[config.mk]
export PLATFORM = sky130hd
export DESIGN_NAME = scl_period_gen
export DESIGN_NICKNAME = d
export VERILOG_FILES = /design/src/rtl/scl_gen_pkg.sv /design/src/rtl/scl_cnt_bank.sv /design/src/rtl/scl_phase_fsm.sv /design/src/rtl/scl_period_gen.sv
export SDC_FILE = /design/constraint.sdc
export NUM_CORES = 1
export LEC_CHECK = 0
export BUFFER_PORTS_ARGS = -buffer_cell sky130_fd_sc_hd__buf_2
export CAP_MARGIN = 15
export CORE_MARGIN = 2
export CORE_UTILIZATION = 60
export DETAILED_ROUTE_END_ITERATION = 16
export PLACE_DENSITY = 0.78
export SETUP_SLACK_MARGIN = 0.1
export SLEW_MARGIN = 30
export SYNTH_ARGS = -nofsm -noshare
export SYNTH_HDL_FRONTEND = slang
export SYNTH_HIERARCHICAL = 1
export SYNTH_SLANG_ARGS = --single-unit
[constraint.sdc]
create_clock -name clk -period 9.4 [get_ports clk]
set_input_delay 0.47 -clock clk [delete_from_list [all_inputs] [get_ports clk]]
set_output_delay 0.47 -clock clk [all_outputs]
set_load 0.05 [all_outputs]
[src/rtl/scl_gen_pkg.sv]
package scl_gen_pkg;

  typedef enum logic [1:0] {
    PH_IDLE,
    PH_HOLD,
    PH_LOW,
    PH_HIGH
  } phase_e;

  localparam int HOLD_EXTRA = 3;
  localparam int LOW_EXTRA  = 1;
  localparam int HIGH_EXTRA = 8;

  // speed request -> register pair index (0 std, 1 fast, 2 high speed)
  function automatic logic [1:0] pair_of(input logic [1:0] m);
    return m[1] ? 2'd2 : m;
  endfunction

endpackage

[src/rtl/scl_cnt_bank.sv]
module scl_cnt_bank import scl_gen_pkg::*; #(
  parameter int CNT_W      = 16,
  parameter bit HS_SUPPORT = 1'b1,
  parameter logic [CNT_W-1:0] STD_HI = 16'd40,
  parameter logic [CNT_W-1:0] STD_LO = 16'd47,
  parameter logic [CNT_W-1:0] FST_HI = 16'd6,
  parameter logic [CNT_W-1:0] FST_LO = 16'd13,
  parameter logic [CNT_W-1:0] HS_HI  = 16'd2,
  parameter logic [CNT_W-1:0] HS_LO  = 16'd3
) (
  input  logic             clk,
  input  logic             rst,
  input  logic             en,
  input  logic             wr_en,
  input  logic [2:0]       wr_sel,
  input  logic [CNT_W-1:0] wr_data,
  input  logic [1:0]       mode_req,
  input  logic             latch,
  output logic [CNT_W-1:0] hcnt,
  output logic [CNT_W-1:0] lcnt
);

  localparam int NPAIR = 3;
  localparam logic [CNT_W-1:0] RST_HI [NPAIR] = '{STD_HI, FST_HI, HS_HI};
  localparam logic [CNT_W-1:0] RST_LO [NPAIR] = '{STD_LO, FST_LO, HS_LO};

  logic [CNT_W-1:0] hi_q [NPAIR];
  logic [CNT_W-1:0] lo_q [NPAIR];
  logic [1:0]       pair_req;
  logic [1:0]       pair_q;
  logic             wr_ok;

  assign wr_ok = wr_en && !en;

  for (genvar p = 0; p < NPAIR; p++) begin : g_pair
    always_ff @(posedge clk) begin
      if (rst) begin
        hi_q[p] <= RST_HI[p];
        lo_q[p] <= RST_LO[p];
      end else if (wr_ok && (wr_sel[2:1] == 2'(p))) begin
        if (wr_sel[0]) lo_q[p] <= wr_data;
        else           hi_q[p] <= wr_data;
      end
    end
  end

  if (HS_SUPPORT) begin : g_hs
    assign pair_req = pair_of(mode_req);
  end else begin : g_nohs
    assign pair_req = (pair_of(mode_req) == 2'd2) ? 2'd1 : pair_of(mode_req);
  end

  always_ff @(posedge clk) begin
    if (rst)        pair_q <= 2'd0;
    else if (latch) pair_q <= pair_req;
  end

  always_comb begin
    unique case (pair_q)
      2'd0:    begin hcnt = hi_q[0]; lcnt = lo_q[0]; end
      2'd1:    begin hcnt = hi_q[1]; lcnt = lo_q[1]; end
      default: begin hcnt = hi_q[2]; lcnt = lo_q[2]; end
    endcase
  end

endmodule

[src/rtl/scl_phase_fsm.sv]
module scl_phase_fsm import scl_gen_pkg::*; #(
  parameter int CNT_W = 16
) (
  input  logic             clk,
  input  logic             rst,
  input  logic             en,
  input  logic             start_req,
  input  logic             scl_in,
  input  logic [CNT_W-1:0] hcnt,
  input  logic [CNT_W-1:0] lcnt,
  output logic             start_take,
  output logic             scl_low,
  output logic             chg_stb,
  output logic             smp_stb
);

  localparam int CW = CNT_W + 1;

  phase_e        state_q;
  logic [CW-1:0] cnt_q;
  logic [CW-1:0] hold_len, low_len, high_len;
  logic          low_q, chg_q, smp_q;

  assign hold_len = CW'(hcnt) + CW'(HOLD_EXTRA);
  assign low_len  = CW'(lcnt) + CW'(LOW_EXTRA);
  assign high_len = CW'(hcnt) + CW'(HIGH_EXTRA);

  assign start_take = en && start_req && (state_q == PH_IDLE);

  always_ff @(posedge clk) begin
    if (rst) begin
      state_q <= PH_IDLE;
      cnt_q   <= '0;
      low_q   <= 1'b0;
      chg_q   <= 1'b0;
      smp_q   <= 1'b0;
    end else begin
      chg_q <= 1'b0;
      smp_q <= 1'b0;
      if (!en) begin
        state_q <= PH_IDLE;
        cnt_q   <= '0;
        low_q   <= 1'b0;
      end else begin
        unique case (state_q)
          PH_IDLE: begin
            if (start_req) begin
              state_q <= PH_HOLD;
              cnt_q   <= '0;
            end
          end
          PH_HOLD: begin
            if (cnt_q == hold_len - 1'b1) begin
              state_q <= PH_LOW;
              cnt_q   <= '0;
              low_q   <= 1'b1;
            end else begin
              cnt_q <= cnt_q + 1'b1;
            end
          end
          PH_LOW: begin
            if (cnt_q == low_len - 1'b1) begin
              state_q <= PH_HIGH;
              cnt_q   <= '0;
              low_q   <= 1'b0;
              chg_q   <= 1'b1;
            end else begin
              cnt_q <= cnt_q + 1'b1;
            end
          end
          PH_HIGH: begin
            if (scl_in) begin
              if (cnt_q == (high_len >> 1)) smp_q <= 1'b1;
              if (cnt_q == high_len - 1'b1) begin
                state_q <= PH_LOW;
                cnt_q   <= '0;
                low_q   <= 1'b1;
              end else begin
                cnt_q <= cnt_q + 1'b1;
              end
            end
          end
          default: state_q <= PH_IDLE;
        endcase
      end
    end
  end

  assign scl_low = low_q;
  assign chg_stb = chg_q;
  assign smp_stb = smp_q;

endmodule

[src/rtl/scl_period_gen.sv]
module scl_period_gen import scl_gen_pkg::*; #(
  parameter int CNT_W      = 16,
  parameter bit HS_SUPPORT = 1'b1,
  parameter logic [CNT_W-1:0] STD_HI = 16'd40,
  parameter logic [CNT_W-1:0] STD_LO = 16'd47,
  parameter logic [CNT_W-1:0] FST_HI = 16'd6,
  parameter logic [CNT_W-1:0] FST_LO = 16'd13,
  parameter logic [CNT_W-1:0] HS_HI  = 16'd2,
  parameter logic [CNT_W-1:0] HS_LO  = 16'd3
) (
  input  logic             clk,
  input  logic             rst,
  input  logic             en,
  input  logic             cfg_we,
  input  logic [2:0]       cfg_sel,
  input  logic [CNT_W-1:0] cfg_data,
  input  logic [1:0]       mode_req,
  input  logic             start_req,
  input  logic             scl_in,
  output logic             scl_low,
  output logic             chg_stb,
  output logic             smp_stb
);

  logic [CNT_W-1:0] hcnt_act;
  logic [CNT_W-1:0] lcnt_act;
  logic             start_take;

  scl_cnt_bank #(
    .CNT_W(CNT_W), .HS_SUPPORT(HS_SUPPORT),
    .STD_HI(STD_HI), .STD_LO(STD_LO), .FST_HI(FST_HI),
    .FST_LO(FST_LO), .HS_HI(HS_HI), .HS_LO(HS_LO)
  ) u_bank (
    .clk      (clk),
    .rst      (rst),
    .en       (en),
    .wr_en    (cfg_we),
    .wr_sel   (cfg_sel),
    .wr_data  (cfg_data),
    .mode_req (mode_req),
    .latch    (start_take),
    .hcnt     (hcnt_act),
    .lcnt     (lcnt_act)
  );

  scl_phase_fsm #(.CNT_W(CNT_W)) u_fsm (
    .clk        (clk),
    .rst        (rst),
    .en         (en),
    .start_req  (start_req),
    .scl_in     (scl_in),
    .hcnt       (hcnt_act),
    .lcnt       (lcnt_act),
    .start_take (start_take),
    .scl_low    (scl_low),
    .chg_stb    (chg_stb),
    .smp_stb    (smp_stb)
  );

endmodule

Word-level counts from Yosys, hierarchy flattened
Memory sizes are Yosys's and may differ from the RTL's.
Cells that the tools add are included.
- memories: 2
- input port bits: 27
- word-level logic and storage cells: 107
- output and inout bits: 3
- register bits: 24
- RAM bits: 96
- memory list (memory ; depth ; bits a word ; rd ports ; clocked after memory_dff ; write ports ; RTL line ; source):
    u_bank.hi_q ; 3 ; 16 ; 3 ; 0 ; 3 ; scl_cnt_bank.sv:27 ; logic [CNT_W-1:0] hi_q [NPAIR];
    u_bank.lo_q ; 3 ; 16 ; 3 ; 0 ; 3 ; scl_cnt_bank.sv:28 ; logic [CNT_W-1:0] lo_q [NPAIR];
- add/subtract/negate cells: 7
- reductions and logical operators: 17
- eq/ne operators: 15
- muxes and demuxes: 50
- bitwise operators: 10
- operators with widths (operator ; count):
    two-way mux 16 bit ; 6
    two-way mux 17 bit ; 5
    one-hot mux 17 bit (4 select lines) ; 1
    one-hot mux 16 bit (2 select lines) ; 2
    equality test 17 bit ; 3
    subtractor 17 x 1 -> 17 bit, second input constant ; 3
    two-way mux 1 bit ; 28
    adder 16 x 1 -> 17 bit, second input constant ; 1
    adder 16 x 2 -> 17 bit, second input constant ; 1
    adder 16 x 4 -> 17 bit, second input constant ; 1
    adder 17 x 1 -> 17 bit, second input constant ; 1
    equality test 17 x 16 -> 1 bit ; 1
    two-way mux 2 bit ; 6
    AND reduction 5 bit ; 2
    one-hot mux 2 bit (4 select lines) ; 1
    equality test 2 x 1 -> 1 bit, second input constant ; 3
    equality test 2 bit, second input constant ; 3
    logical AND 1 bit ; 6
    logical NOT 2 bit ; 3
    != test 2 x 1 -> 1 bit, second input constant ; 3
    bitwise OR 1 bit ; 6
    != test 2 bit, second input constant ; 2
    inverter 1 bit ; 4
    OR reduction 4 bit ; 1
    other kinds (6) ; 6

Logic depth before layout (Yosys ltp)
Gate-level depths: netlist of the first run.
- depth in word-level cells: 8
- mapped depth: 18
- depth with buffers taken out: 14

Cells and area by module
Netlist of the first run, hierarchy kept.
- modules (own cells, without submodules) (module ; cells each ; seq. area each (um2) ; instances ; area each (um2)):
    scl_cnt_bank ; 360 ; 2922.8 ; 1 ; 4371.7
    scl_phase_fsm ; 422 ; 440.4 ; 1 ; 3209.3

Worst setup path after synthesis of the first run
OpenSTA, ideal clock, no wires.
- path kind: reg2reg
- from: reg u_bank.pair_q[0]
- to: reg u_fsm.cnt_q[11]
- stages on the path, launching flop included: 17
- setup time: 0.120 ns
- period minus slack after synthesis: 3.985 ns
- arrival time: 3.865 ns
- buffers on the path: 3
- path slack: 5.415 ns
- path through: dfxtp_1 -> clkbuf_1 -> buf_2 -> mux2i_1 -> o21ai_1 -> ha_1 -> buf_4 -> xnor2_1 -> xnor2_1 -> a31oi_1 -> or4b_1 -> a2111oi_4 -> o21bai_2 -> nor4_4 -> a21oi_1 -> and4_1 -> a211o_1
- word-level cells in the longest chain between the ends: 8
- RTL lines (what ; RTL line ; source):
    start, declared ; scl_cnt_bank.sv:30 ; logic [1:0] pair_q;
    start signal, assigned ; scl_cnt_bank.sv:55 ; else if (latch) pair_q <= pair_req;
    equality test 2 x 1 -> 1 bit / logical NOT 2 bit (equally long branches) ; scl_cnt_bank.sv:59 ; unique case (pair_q)
    one-hot mux 16 bit (2 select lines) * ; scl_cnt_bank.sv:59 ;
    named net hcnt_act[4] ; scl_period_gen.sv:25 ; logic [CNT_W-1:0] hcnt_act;
    adder 16 x 4 -> 17 bit ; scl_phase_fsm.sv:26 ; assign high_len = CW'(hcnt) + CW'(HIGH_EXTRA);
    subtractor 17 x 1 -> 17 bit ; scl_phase_fsm.sv:74 ; if (cnt_q == high_len - 1'b1) begin
    equality test 17 bit ; scl_phase_fsm.sv:74 ;
    two-way mux 17 bit ; scl_phase_fsm.sv:74 ;
    two-way mux 17 bit ; scl_phase_fsm.sv:72 ; if (scl_in) begin
    one-hot mux 17 bit (4 select lines) * ; scl_phase_fsm.sv:45 ; unique case (state_q)
    end signal, assigned ; scl_phase_fsm.sv:58 ; cnt_q <= cnt_q + 1'b1;
    end signal, assigned ; scl_phase_fsm.sv:68 ; cnt_q <= cnt_q + 1'b1;
    end signal, assigned ; scl_phase_fsm.sv:79 ; cnt_q <= cnt_q + 1'b1;
    end, declared ; scl_phase_fsm.sv:20 ; logic [CW-1:0] cnt_q;
Mark *: on every way through the listed nets, which the timed path passes. The rest lies on a longest branch. The select of a mux whose other input is x is not followed.
A chain may end at the register's enable or synchronous reset.

Worst setup path after layout of the first run
- from: reg u_bank.pair_q[0]
- to: reg u_fsm.cnt_q[1]
Same word-level chain as after synthesis.

==> run metrics, run 1 <==
share of post-route cells with drive strength above 1=12.7%; fillers=946; commonest cells after routing, fill and taps aside=96 x sky130_fd_sc_hd__edfxtp_1, 90 x sky130_fd_sc_hd__nor3_1, 49 x sky130_fd_sc_hd__nand2_1, 49 x sky130_fd_sc_hd__xnor2_1, 38 x sky130_fd_sc_hd__mux2i_1; worst setup path category=flop to flop; Cell Chain, Critical Path=buf_4 > mux2i_1 > o21ai_1 > ha_1 > xnor2_1 > xnor2_1 > a31oi_1 > or4b_1 > a2111oi_4 > o21bai_2 > nor4_4 > a21o_1 > nor2_1 > a22o_1; Total GRT Usage=~30%; count of hold-fix buffers inserted at cts=0; Hold Path End=u_bank/hi_q[0][5]; category of the worst setup path capture point=flop; drt initial violations=about 520; ys flop type=sky130_fd_sc_hd__edfxtp_1; Buf/Inv on CP=1; clk_skew=between 0.01 and 0.015 ns; cell area after layout=about 8300 um2; number of core rows=41; crit path launch type=flop; number of primary I/O pins=30; outcome=completed; layout-stage area growth over the synthesis result=9.62%; synthesized flop and latch total=120; I/O Buffers=29; maximum fanout along the worst path=33; final routed wire length divided by cell count=20.1 um; DRT antenna net count=0; count of instances resized after the clock tree is built=0; max-slew violations=0; most frequent standard cell in the layout excluding fill and tap cells=sky130_fd_sc_hd__edfxtp_1; post-synthesis instance area=around 7600 um2; Crit path largest cell delay=between 0.6 and 0.7 ns; synthesized area per cell=between 9 and 10 um2; setup violation total in the final timing report=0; total of warnings raised by yosys=6; number of enable-type register cells in the synthesized netlist=96; critical-path cell with the highest stage delay=sky130_fd_sc_hd__o21ai_1; Die ar.=between 10000 and 15000 um2; multi-input logic area=approximately 3800 um2; gate count of the mapped netlist=roughly 800; count of distinct cell types in the synthesized netlist=67; ratio of routed vias to standard cells=roughly 6.3; worst supply voltage drop on vdd=around 0.00018 V; die height=approximately 120 um; data arrival at the endpoint of the critical path=~5.4 ns; worst hold stages=2; most prevalent standard cell on the critical path=sky130_fd_sc_hd__xnor2_1; FFs w/ async S/R, synth=0%; P_leak=between 0.002 and 0.003 uW; path class of the lowest-slack min-delay path=primary input to flop; clock root buffer=sky130_fd_sc_hd__clkbuf_16; Worst slew margin=35.8%; worst reg2reg path depth=14; Min Clock Period, post-route=about 5.0 ns; Final Hold Violating Endpoints=0; Routability Congestion=about 0.95; Sink Count=120; vias=about 6000; HPWL reported at the end of detailed placement=12.9 mm; setup TNS after final layout=0 ns; Clock Path Buffers=2; net count after synthesis=815; share of the yosys chip area belonging to registers=44.4%; slew at the pin with the worst max-slew slack=0.961 ns; clock latency of the later-clocked register in the worst-skew pair=about 0.43 ns; origin of the critical flop-to-flop path=u_bank/pair_q[0]; count of unresolved DRC violations after routing=0; Ant. Diodes=0; required time at the worst-slack endpoint=about 10 ns; top cell family by delay on the critical path=compound AO/OA/AOI/OAI gates; Cell Pwr Density=between 150 and 200 nW/um2; H-tree levels=4; number of global-route vias before repair=about 5600; antenna violations before repair=0; launch instance of the worst min-delay path=cfg_data[5]; part of the cycle the worst path needs=about 54%; maximum clock frequency=between 0.15 and 0.2 GHz; combined flip-flop and latch cell area=3370 um2; buffers inserted during post-CTS setup optimization=0; number of nets in the final layout=roughly 800; Placed Instance Area=just under 8000 um2; effective utilization at floorplan=approximately three fifths; width of the chip=between 100 and 150 um; Register-to-Register Setup Slack=around 4.4 ns; aggregate global routing overflow=0; core region area=roughly 12000 um2; max-capacitance violation count=0; CTS tree=done; first-pass iteration count of the detailed router=5; global-route wire length before repair=30.6 mm; clock buffer count from CTS=17; setup repair after global routing missed its margin=no; overall routed net length=19.1 mm; clock edge transition at the registers on the reported setup and hold paths=~0.06 ns; maximum number of pins on one net before global-route repair=between 60 and 70; FF-to-FF End=u_fsm/cnt_q[1]
metal layers:
| layer | track usage (%) | vias up | share of wire (%) |
|---|---|---|---|
| li1 | - | 2827 | - |
| met1 | 41.8 | 2828 | 42 |
| met4 | 13.0 | 0 | 3.6 |
| met2 | 45.9 | 298 | 47 |
| met5 | 0 | - | 0 |
| met3 | 5.29 | 50 | 7.6 |
worst max path at each step:
stage / to / depth (start not counted) / from
final: u_fsm/cnt_q[1] / 14 / u_bank/pair_q[0]
after detailed placement: u_fsm/cnt_q[8] / 14 / u_bank/pair_q[0]
after CTS: u_fsm/cnt_q[10] / 14 / u_bank/pair_q[0]
after floorplan: u_fsm/cnt_q[11] / 16 / u_bank/pair_q[0]
after global routing: u_fsm/cnt_q[1] / 14 / u_bank/pair_q[0]
after global placement: u_fsm/cnt_q[12] / 14 / u_bank/pair_q[0]
synth_stat cells (all sizes together) (3+ instances only):
library cell / instances / area (um2)
and3: 12 / 75.1
nor3: 94 / 490
nand4bb: 3 / 33.8
nor2b: 4 / 25.0
nand4: 12 / 90.1
clkbuf: 41 / 155
and2: 4 / 25.0
and4: 9 / 78.8
a211o: 7 / 61.3
o211a: 3 / 30.0
a21oi: 5 / 25.0
o21ai: 42 / 210
a31oi: 12 / 75.1
buf: 36 / 193
or4: 7 / 52.6
a211oi: 6 / 45.0
xnor2: 49 / 429
ha: 6 / 75.1
xor2: 37 / 324
nand3: 31 / 165
nor4: 19 / 155
or3: 18 / 113
mux2i: 38 / 380
inv: 34 / 128
a22o: 4 / 35.0
dfxtp: 24 / 480
nand2b: 3 / 18.8
nor3b: 3 / 22.5
a21o: 4 / 30.0
o21bai: 5 / 41.3
edfxtp: 96 / 2880
nand3b: 8 / 60.1
nand2: 49 / 184
nor2: 28 / 105
final cells by class:
type                            instances  area share [%]
Tap cell                              172            2.59
Clock buffer                           17            5.12
Clock inverter                         15            2.14
Sequential cell                       120            40.5
Timing Repair Buffer                   40            2.74
Inverter                               34            1.54
Multi-Input combinational cell        551            45.4
registers in the layout, summed over array words and instances (netlist names):
| register | flops |
|---|---|
| u_bank/hi_q | 48 |
| u_bank/lo_q | 48 |
| u_bank/pair_q | 2 |
| u_fsm/chg_stb | 1 |
| u_fsm/cnt_q | 17 |
| u_fsm/scl_low | 1 |
| u_fsm/smp_stb | 1 |
| u_fsm/state_q | 2 |
where the power goes:
group / leakage [uW] / total, uW / switching [uW] / internal (uW)
clock network: 0.000288 / 664 / 264 / 400
logic: 0.00140 / 199 / 132 / 66.5
registers: 0.00112 / 607 / 8.17 / 599
total: 0.00280 / 1470 / 404 / 1070
stage by stage:
stage / instances / util [%] / hold WS, ns / power [uW] / worst slack (ns)
after floorplan: 782 / - / 0.553 / 766 / 5.42
after global placement: 917 / 61.6 / 0.465 / 805 / 4.42
after detailed placement: 917 / 61.7 / 0.484 / 813 / 4.28
after CTS: 949 / 66.6 / 0.305 / 1470 / 4.26
after global routing: 949 / 66.7 / 0.320 / 1520 / 3.91
final: 949 / 66.7 / 0.323 / 1470 / 4.36
kinds of logic after synthesis:
| family | count (synthesis) | share of synthesized area, % |
|---|---|---|
| AND/OR/NAND/NOR | 315 | 23.6 |
| XOR/XNOR | 86 | 9.94 |
| adder cells (fa/ha/maj) | 6 | 0.990 |
| AO/OA/AOI/OAI | 106 | 9.80 |
| buffers and inverters | 111 | 6.27 |
| multiplexers | 38 | 5.02 |
| flip-flops | 120 | 44.4 |
Note: power is estimated with default switching activity, not from simulation.
==> run 2, diff against run 1 <==
- clock period: 9.4 -> 5 ns (I/O delays scaled with it)
==> run metrics, run 2 (synthesized netlist as in run 1, its figures left out) <==
clk_skew=0.0111 ns (-0.00126 ns); Worst slew margin=34.6% (-1.2 points); data arrival at the endpoint of the critical path=4.98 ns (-0.37 ns); Cell Pwr Density=335 nW/um2 (+89%); number of core rows=41 (unchanged); part of the cycle the worst path needs=93.3% (+40 points); worst supply voltage drop on vdd=0.000277 V (+52%); number of global-route vias before repair=5868 (+5.1%); P_leak=0.00286 uW (+2.1%); required time at the worst-slack endpoint=5.32 ns (-4.39 ns); final routed wire length divided by cell count=20.9 um (+3.9%); max-capacitance violation count=0 (unchanged); maximum clock frequency=0.214 GHz (+8.1%); die height=116 um (unchanged); Sink Count=120 (unchanged); buffers inserted during post-CTS setup optimization=0 (unchanged); category of the worst setup path capture point=flop; slew at the pin with the worst max-slew slack=0.979 ns (+0.0180 ns); vias=6189 (+3.1%); H-tree levels=4 (unchanged); CTS tree=done; Total GRT Usage=31.3% (+1.5 points); width of the chip=116 um (unchanged); maximum number of pins on one net before global-route repair=34 (-48%); worst setup path category=flop to flop; clock edge transition at the registers on the reported setup and hold paths=0.06 ns (about the same); setup repair after global routing missed its margin=no; commonest cells after routing, fill and taps aside=96 x sky130_fd_sc_hd__edfxtp_1, 90 x sky130_fd_sc_hd__nor3_1, 49 x sky130_fd_sc_hd__nand2_1, 49 x sky130_fd_sc_hd__xnor2_1, 38 x sky130_fd_sc_hd__mux2i_1; ratio of routed vias to standard cells=6.45 (+1.9%); Final Hold Violating Endpoints=0 (unchanged); Min Clock Period, post-route=4.67 ns (-0.378 ns); maximum fanout along the worst path=14 (-58%); share of post-route cells with drive strength above 1=13.8% (+1.1 points); Routability Congestion=0.989 (+4.2%); first-pass iteration count of the detailed router=5 (unchanged); max-slew violations=0 (unchanged); core region area=12500 um2 (unchanged); Clock Path Buffers=2 (unchanged); clock root buffer=sky130_fd_sc_hd__clkbuf_16; fillers=964 (+1.9%); outcome=completed; aggregate global routing overflow=0 (unchanged); setup TNS after final layout=0 ns (unchanged); Ant. Diodes=0 (unchanged); DRT antenna net count=0 (unchanged); overall routed net length=20.1 mm (+5.1%); number of nets in the final layout=808 (+1.4%); effective utilization at floorplan=60.8% (unchanged); drt initial violations=716 (+37%); most frequent standard cell in the layout excluding fill and tap cells=sky130_fd_sc_hd__edfxtp_1; crit path launch type=flop; final hold slack=0.103 ns (-0.219 ns); antenna violations before repair=0 (unchanged); clock latency of the later-clocked register in the worst-skew pair=0.43 ns (about the same); Die ar.=13600 um2 (unchanged); layout-stage area growth over the synthesis result=10.8%; count of unresolved DRC violations after routing=0 (unchanged); number of primary I/O pins=30 (unchanged); HPWL reported at the end of detailed placement=13.7 mm (+6.8%); I/O Buffers=29 (unchanged); setup violation total in the final timing report=0 (unchanged); global-route wire length before repair=31.7 mm (+3.7%); path class of the lowest-slack min-delay path=primary input to flop; clock buffer count from CTS=17 (unchanged); biggest regs=u_bank/hi_q (48), u_bank/lo_q (48), u_fsm/cnt_q (17)
[run 2: layout make-up]
class | count | area, um2 | share of cell area [%]
clock buffer | 17 | 425 | 5.07
clock inverter | 15 | 189 | 2.25
inverter | 34 | 128 | 1.52
multi-input combinational | 551 | 3760 | 44.8
sequential | 120 | 3370 | 40.1
tap | 172 | 215 | 2.56
timing repair buffer | 51 | 310 | 3.69
[run 2: final timing paths]
kind	slack, ns	to	depth (start not counted)	start
setup / recovery	0.33	u_fsm/cnt_q[1]	15	u_bank/pair_q[0]
hold / removal	0.10	u_bank/pair_q[1]	3	mode_req[1]
setup reg to reg	0.33	u_fsm/cnt_q[1]	15	u_bank/pair_q[0]
hold reg to reg	0.48	u_fsm/scl_low	1	u_fsm/scl_low
[run 2: layer usage]
| layer | vias up | wire [um] | track usage [%] |
|---|---|---|---|
| met3 | 55 | 1610 | 7.47 |
| met1 | 2968 | 7990 | 40.4 |
| met5 | - | 0 | 0 |
| met4 | 0 | 822 | 16.0 |
| li1 | 2856 | - | - |
| met2 | 310 | 9630 | 49.5 |
[run 2: through the flow]
stage                     cells  utilization (%)  cell area [um2]  worst slack, ns  power [uW]
after CTS                   960             67.2             8380            0.124        2810
after global placement      928             62.3             7760            0.239        1530
after detailed placement    928             62.3             7770            0.145        1550
after floorplan             782                -             7580             1.02        1440
after global routing        960             67.4             8400           0.0849        2900
final                       960             67.4             8400            0.335        2810
[run 2: report_power, final]
group | leakage, uW | switching, uW | total, uW | internal [uW]
sequential | 0.00112 | 20.3 | 1150 | 1130
clock | 0.000296 | 480 | 1270 | 794
combinational | 0.00145 | 257 | 389 | 132
[run 2: worst max-delay path: stages, from the launching register on]
cell                        delay [ns]
sky130_fd_sc_hd__dfxtp_2          0.59
sky130_fd_sc_hd__buf_4            0.23
sky130_fd_sc_hd__mux2i_1          0.09
sky130_fd_sc_hd__o21ai_2          0.35
sky130_fd_sc_hd__inv_1            0.15
sky130_fd_sc_hd__ha_1             0.31
sky130_fd_sc_hd__xor2_1           0.14
sky130_fd_sc_hd__nor4_1           0.37
sky130_fd_sc_hd__nand3_1          0.16
sky130_fd_sc_hd__or4b_1           0.59
sky130_fd_sc_hd__a2111oi_4        0.28
sky130_fd_sc_hd__o21bai_2         0.16
sky130_fd_sc_hd__nor4_4           0.31
sky130_fd_sc_hd__a21o_1           0.41
sky130_fd_sc_hd__nor2_1           0.13
sky130_fd_sc_hd__a22o_1           0.27
[run 2: repair_timing]
item	CTS	global route
hold buffers	0	0
resized for setup	0	3
hold endpoints to repair	0	0
setup endpoints to repair	0	17
==> run 3, diff against run 2 <==
- SYNTH_HIERARCHICAL: 1 -> default
- clock period: 5 -> 5.6 ns (I/O delays scaled with it)
==> run metrics, run 3 <==
ratio of routed vias to standard cells=6.07 (-5.9%); synthesized area per cell=10.2 um2 (+5.3%); Cell Pwr Density=295 nW/um2 (-12%); Placed Instance Area=7700 um2 (-0.81%); synth top area cells=sky130_fd_sc_hd__edfxtp_1 38%, sky130_fd_sc_hd__xnor2_1 7.1%, sky130_fd_sc_hd__and2_1 6.9%, sky130_fd_sc_hd__dfxtp_1 6.4%, sky130_fd_sc_hd__mux2i_1 3.8%; layout-stage area growth over the synthesis result=9.98%; top cell type by total area after synthesis=sky130_fd_sc_hd__edfxtp_1; die height=116 um (-0.22%); overall routed net length=18.2 mm (-9.5%); category of the worst setup path capture point=flop; Die ar.=13500 um2 (-0.45%); Sink Count=120 (unchanged); count of instances resized after the clock tree is built=0 (unchanged); antenna violations before repair=0 (unchanged); share of post-route cells with drive strength above 1=14.4% (+0.59 points); commonest cells after routing, fill and taps aside=96 x sky130_fd_sc_hd__edfxtp_1, 83 x sky130_fd_sc_hd__and2_1, 61 x sky130_fd_sc_hd__xnor2_1; buffers inserted during post-CTS setup optimization=0 (unchanged); max-slew violations=0 (unchanged); Layout Cells excl Fill=924 (-3.8%); final hold slack=0.139 ns (+0.0363 ns); data arrival at the endpoint of the critical path=5.16 ns (+0.18 ns); worst supply voltage drop on vdd=0.000260 V (-6.1%); core region area=12200 um2 (-2.4%); Clock Path Buffers=2 (unchanged); fraction of power consumed by combinational cells=13.4% (-0.5 points); clock latency of the later-clocked register in the worst-skew pair=0.43 ns (about the same); critical-path cell with the highest stage delay=sky130_fd_sc_hd__mux2i_1; origin of the critical flop-to-flop path=u_bank.pair_q[0]; switching power share of the total=25.5% (-1.4 points); aggregate global routing overflow=0 (unchanged); width of the chip=116 um (-0.22%); ys flop type=sky130_fd_sc_hd__edfxtp_1; CTS tree=done; total of warnings raised by yosys=0 (-6); vias=5607 (-9.4%); Min Clock Period, post-route=4.85 ns (+0.188 ns); setup TNS after final layout=0 ns (unchanged); FFs w/ async S/R, synth=0% (unchanged); count of distinct cell types in the synthesized netlist=72 (+7.5%); clock buffer count from CTS=17 (unchanged); share of the yosys chip area belonging to registers=44.6% (+0.21 points); Worst slew margin=33.8% (-0.81 points); maximum fanout along the worst path=16 (+2); cell area after layout=8300 um2 (-1.2%); metal1 wirelength=7.73 mm (-3.3%); Register-to-Register Setup Slack=0.75 ns (+0.41 ns); first-pass iteration count of the detailed router=5 (unchanged); path class of the lowest-slack min-delay path=primary input to flop; number of core rows=40 (-2.4%); clock edge transition at the registers on the reported setup and hold paths=0.06 ns (about the same); worst setup path category=flop to flop; Buf/Inv on CP=2 (unchanged); crit path launch type=flop; number of placed cells counting well taps=892 (-3.9%); fillers=899 (-6.7%); count of hold-fix buffers inserted at cts=0 (unchanged); clock root buffer=sky130_fd_sc_hd__clkbuf_16; DRT antenna net count=0 (unchanged); register share of total power=41.9% (+1.1 points); Routability Congestion=0.970 (-1.9%); total power consumption of the routed design=2450 uW (-13%); biggest regs=u_bank.hi_q (48), u_bank.lo_q (48), u_fsm.cnt_q (17); gate count of the mapped netlist=739 (-5.5%); part of the cycle the worst path needs=86.7% (-6.6 points); length of routed met2 wiring=8.48 mm (-12%); maximum clock frequency=0.206 GHz (-3.9%); P_leak=0.00283 uW (-1.2%); synthesized flop and latch total=120 (unchanged); Ant. Diodes=0 (unchanged); H-tree levels=4 (unchanged); net count after synthesis=772 (-5.3%); most frequent standard cell in the layout excluding fill and tap cells=sky130_fd_sc_hd__edfxtp_1; capture point of the critical path=u_fsm.cnt_q[8]; required time at the worst-slack endpoint=5.91 ns (+0.59 ns); top layer used by detailed routing=met4; P_int=1820 uW (-11%); HPWL reported at the end of detailed placement=12.5 mm (-8.9%); setup repair after global routing missed its margin=no; area share of the largest cell type after synthesis=38.2% (+0.18 points); count of unresolved DRC violations after routing=0 (unchanged); number of global-route vias before repair=5282 (-10%); slew at the pin with the worst max-slew slack=0.994 ns (+0.0142 ns); Critical Path Source=u_bank.pair_q[0]; number of nets in the final layout=776 (-4.0%); effective utilization at floorplan=62.0% (+1.2 points); clk_skew=0.00957 ns (-0.00151 ns); number of enable-type register cells in the synthesized netlist=96 (unchanged); Total GRT Usage=28.6% (-2.7 points); final routed wire length divided by cell count=19.6 um (-5.9%); I/O Buffers=29 (unchanged); worst hold stages=3 (unchanged); most prevalent standard cell on the critical path=sky130_fd_sc_hd__buf_4; setup violation total in the final timing report=0 (unchanged); top cell family by delay on the critical path=simple AND/OR/NAND/NOR gates; wire length on met3=1.41 mm (-12%); drt initial violations=590 (-18%); Final Hold Violating Endpoints=0 (unchanged); maximum number of pins on one net before global-route repair=28 (-18%); max-capacitance violation count=0 (unchanged); ranking of synthesized cells by instance count=96 x sky130_fd_sc_hd__edfxtp_1, 83 x sky130_fd_sc_hd__and2_1, 61 x sky130_fd_sc_hd__xnor2_1; worst reg2reg path depth=15 (unchanged); post-synthesis instance area=7550 um2 (-0.46%); Crit path largest cell delay=0.56 ns (-0.03 ns); Cell Chain, Critical Path=buf_4 > mux2_1 > mux2i_1 > ha_1 > nand2_1 > or4_4 > xnor2_1 > nor3_1 > nand3_1 > or4_1 > o41ai_2 > o21a_1 > buf_4 > nor2_2 > a221o_1; global-route wire length before repair=28.5 mm (-9.9%); number of primary I/O pins=30 (unchanged); FF-to-FF End=u_fsm.cnt_q[8]; outcome=completed; critical path depth=15 (unchanged); share of power burned in the clock network=44.7% (-0.6 points); most frequent cell after synthesis=sky130_fd_sc_hd__edfxtp_1; total net switching power=624 uW (-18%)
run 3: cell types whose count changed in the layout (fill, tap and decap cells not counted), sizes merged, moves of 9 or more:
cell,before,now
mux2,0,10
xnor2,49,62
inv,41,6
xor2,37,24
nor4,19,10
nor2,28,50
nor3,94,21
a21oi,5,15
and4,9,0
o21ai,42,29
nand2b,3,16
and2,4,83
buf,51,39
run 3: kinds of logic (layout without fill, tap and decap cells):
family | Yosys count | after routing | share of synthesized area, %
buffers and inverters | 61 | 78 | 4.05
XOR/XNOR | 87 | 87 | 10.6
multiplexers | 44 | 44 | 6.81
AO/OA/AOI/OAI | 98 | 98 | 9.10
AND/OR/NAND/NOR | 323 | 323 | 23.8
flip-flops | 120 | 120 | 44.6
adder cells (fa/ha/maj) | 6 | 6 | 0.995
run 3: through the flow:
step                worst slack, ns  util, %
finish                        0.747     68.2
global route                  0.376     68.2
CTS                           0.776     68.2
detailed placement            0.799     63.4
global placement              0.935     63.3
floorplan                      1.54        -
run 3: tightest hold or removal path, delay by kind of cell:
family | cells | cell delay [ns]
buffers and inverters | 1 | 0.11
multiplexers | 1 | 0.07
AND/OR/NAND/NOR | 1 | 0.07
run 3: how the worst min path moves through the flow:
| stage | start | endpoint | slack (ns) |
|---|---|---|---|
| finish | mode_req[1] | u_bank.pair_q[1] | 0.14 |
| global route | mode_req[0] | u_bank.pair_q[0] | 0.16 |
| CTS | mode_req[1] | u_bank.pair_q[1] | 0.12 |
| detailed placement | mode_req[1] | u_bank.pair_q[1] | 0.56 |
| global placement | mode_req[1] | u_bank.pair_q[1] | 0.56 |
| floorplan | mode_req[1] | u_bank.pair_q[1] | 0.43 |
run 3: area by class of cell:
| class | count | area (um2) | area share (%) |
|---|---|---|---|
| Clock buffer | 19 | 433 | 5.22 |
| Inverter | 7 | 26.3 | 0.317 |
| Tap cell | 168 | 210 | 2.53 |
| Clock inverter | 13 | 154 | 1.85 |
| Multi-Input combinational cell | 558 | 3890 | 46.9 |
| Sequential cell | 120 | 3370 | 40.6 |
| Timing Repair Buffer | 39 | 220 | 2.65 |
run 3: power by group through the flow:
stage | Sequential [uW] | Clock (uW) | Combinational, uW
after global routing | 1030 | 1140 | 356
after detailed placement | 1040 | 0 | 320
after global placement | 1040 | 0 | 315
after CTS | 1030 | 1100 | 324
final | 1030 | 1090 | 327
after floorplan | 1030 | 0 | 252
run 3: layer usage:
metal  global-route usage [%]  up-vias
met5                        0        -
met4                     10.8        0
met3                     6.85       38
met2                     46.3      250
met1                     37.8     2687
li1                         -     2632
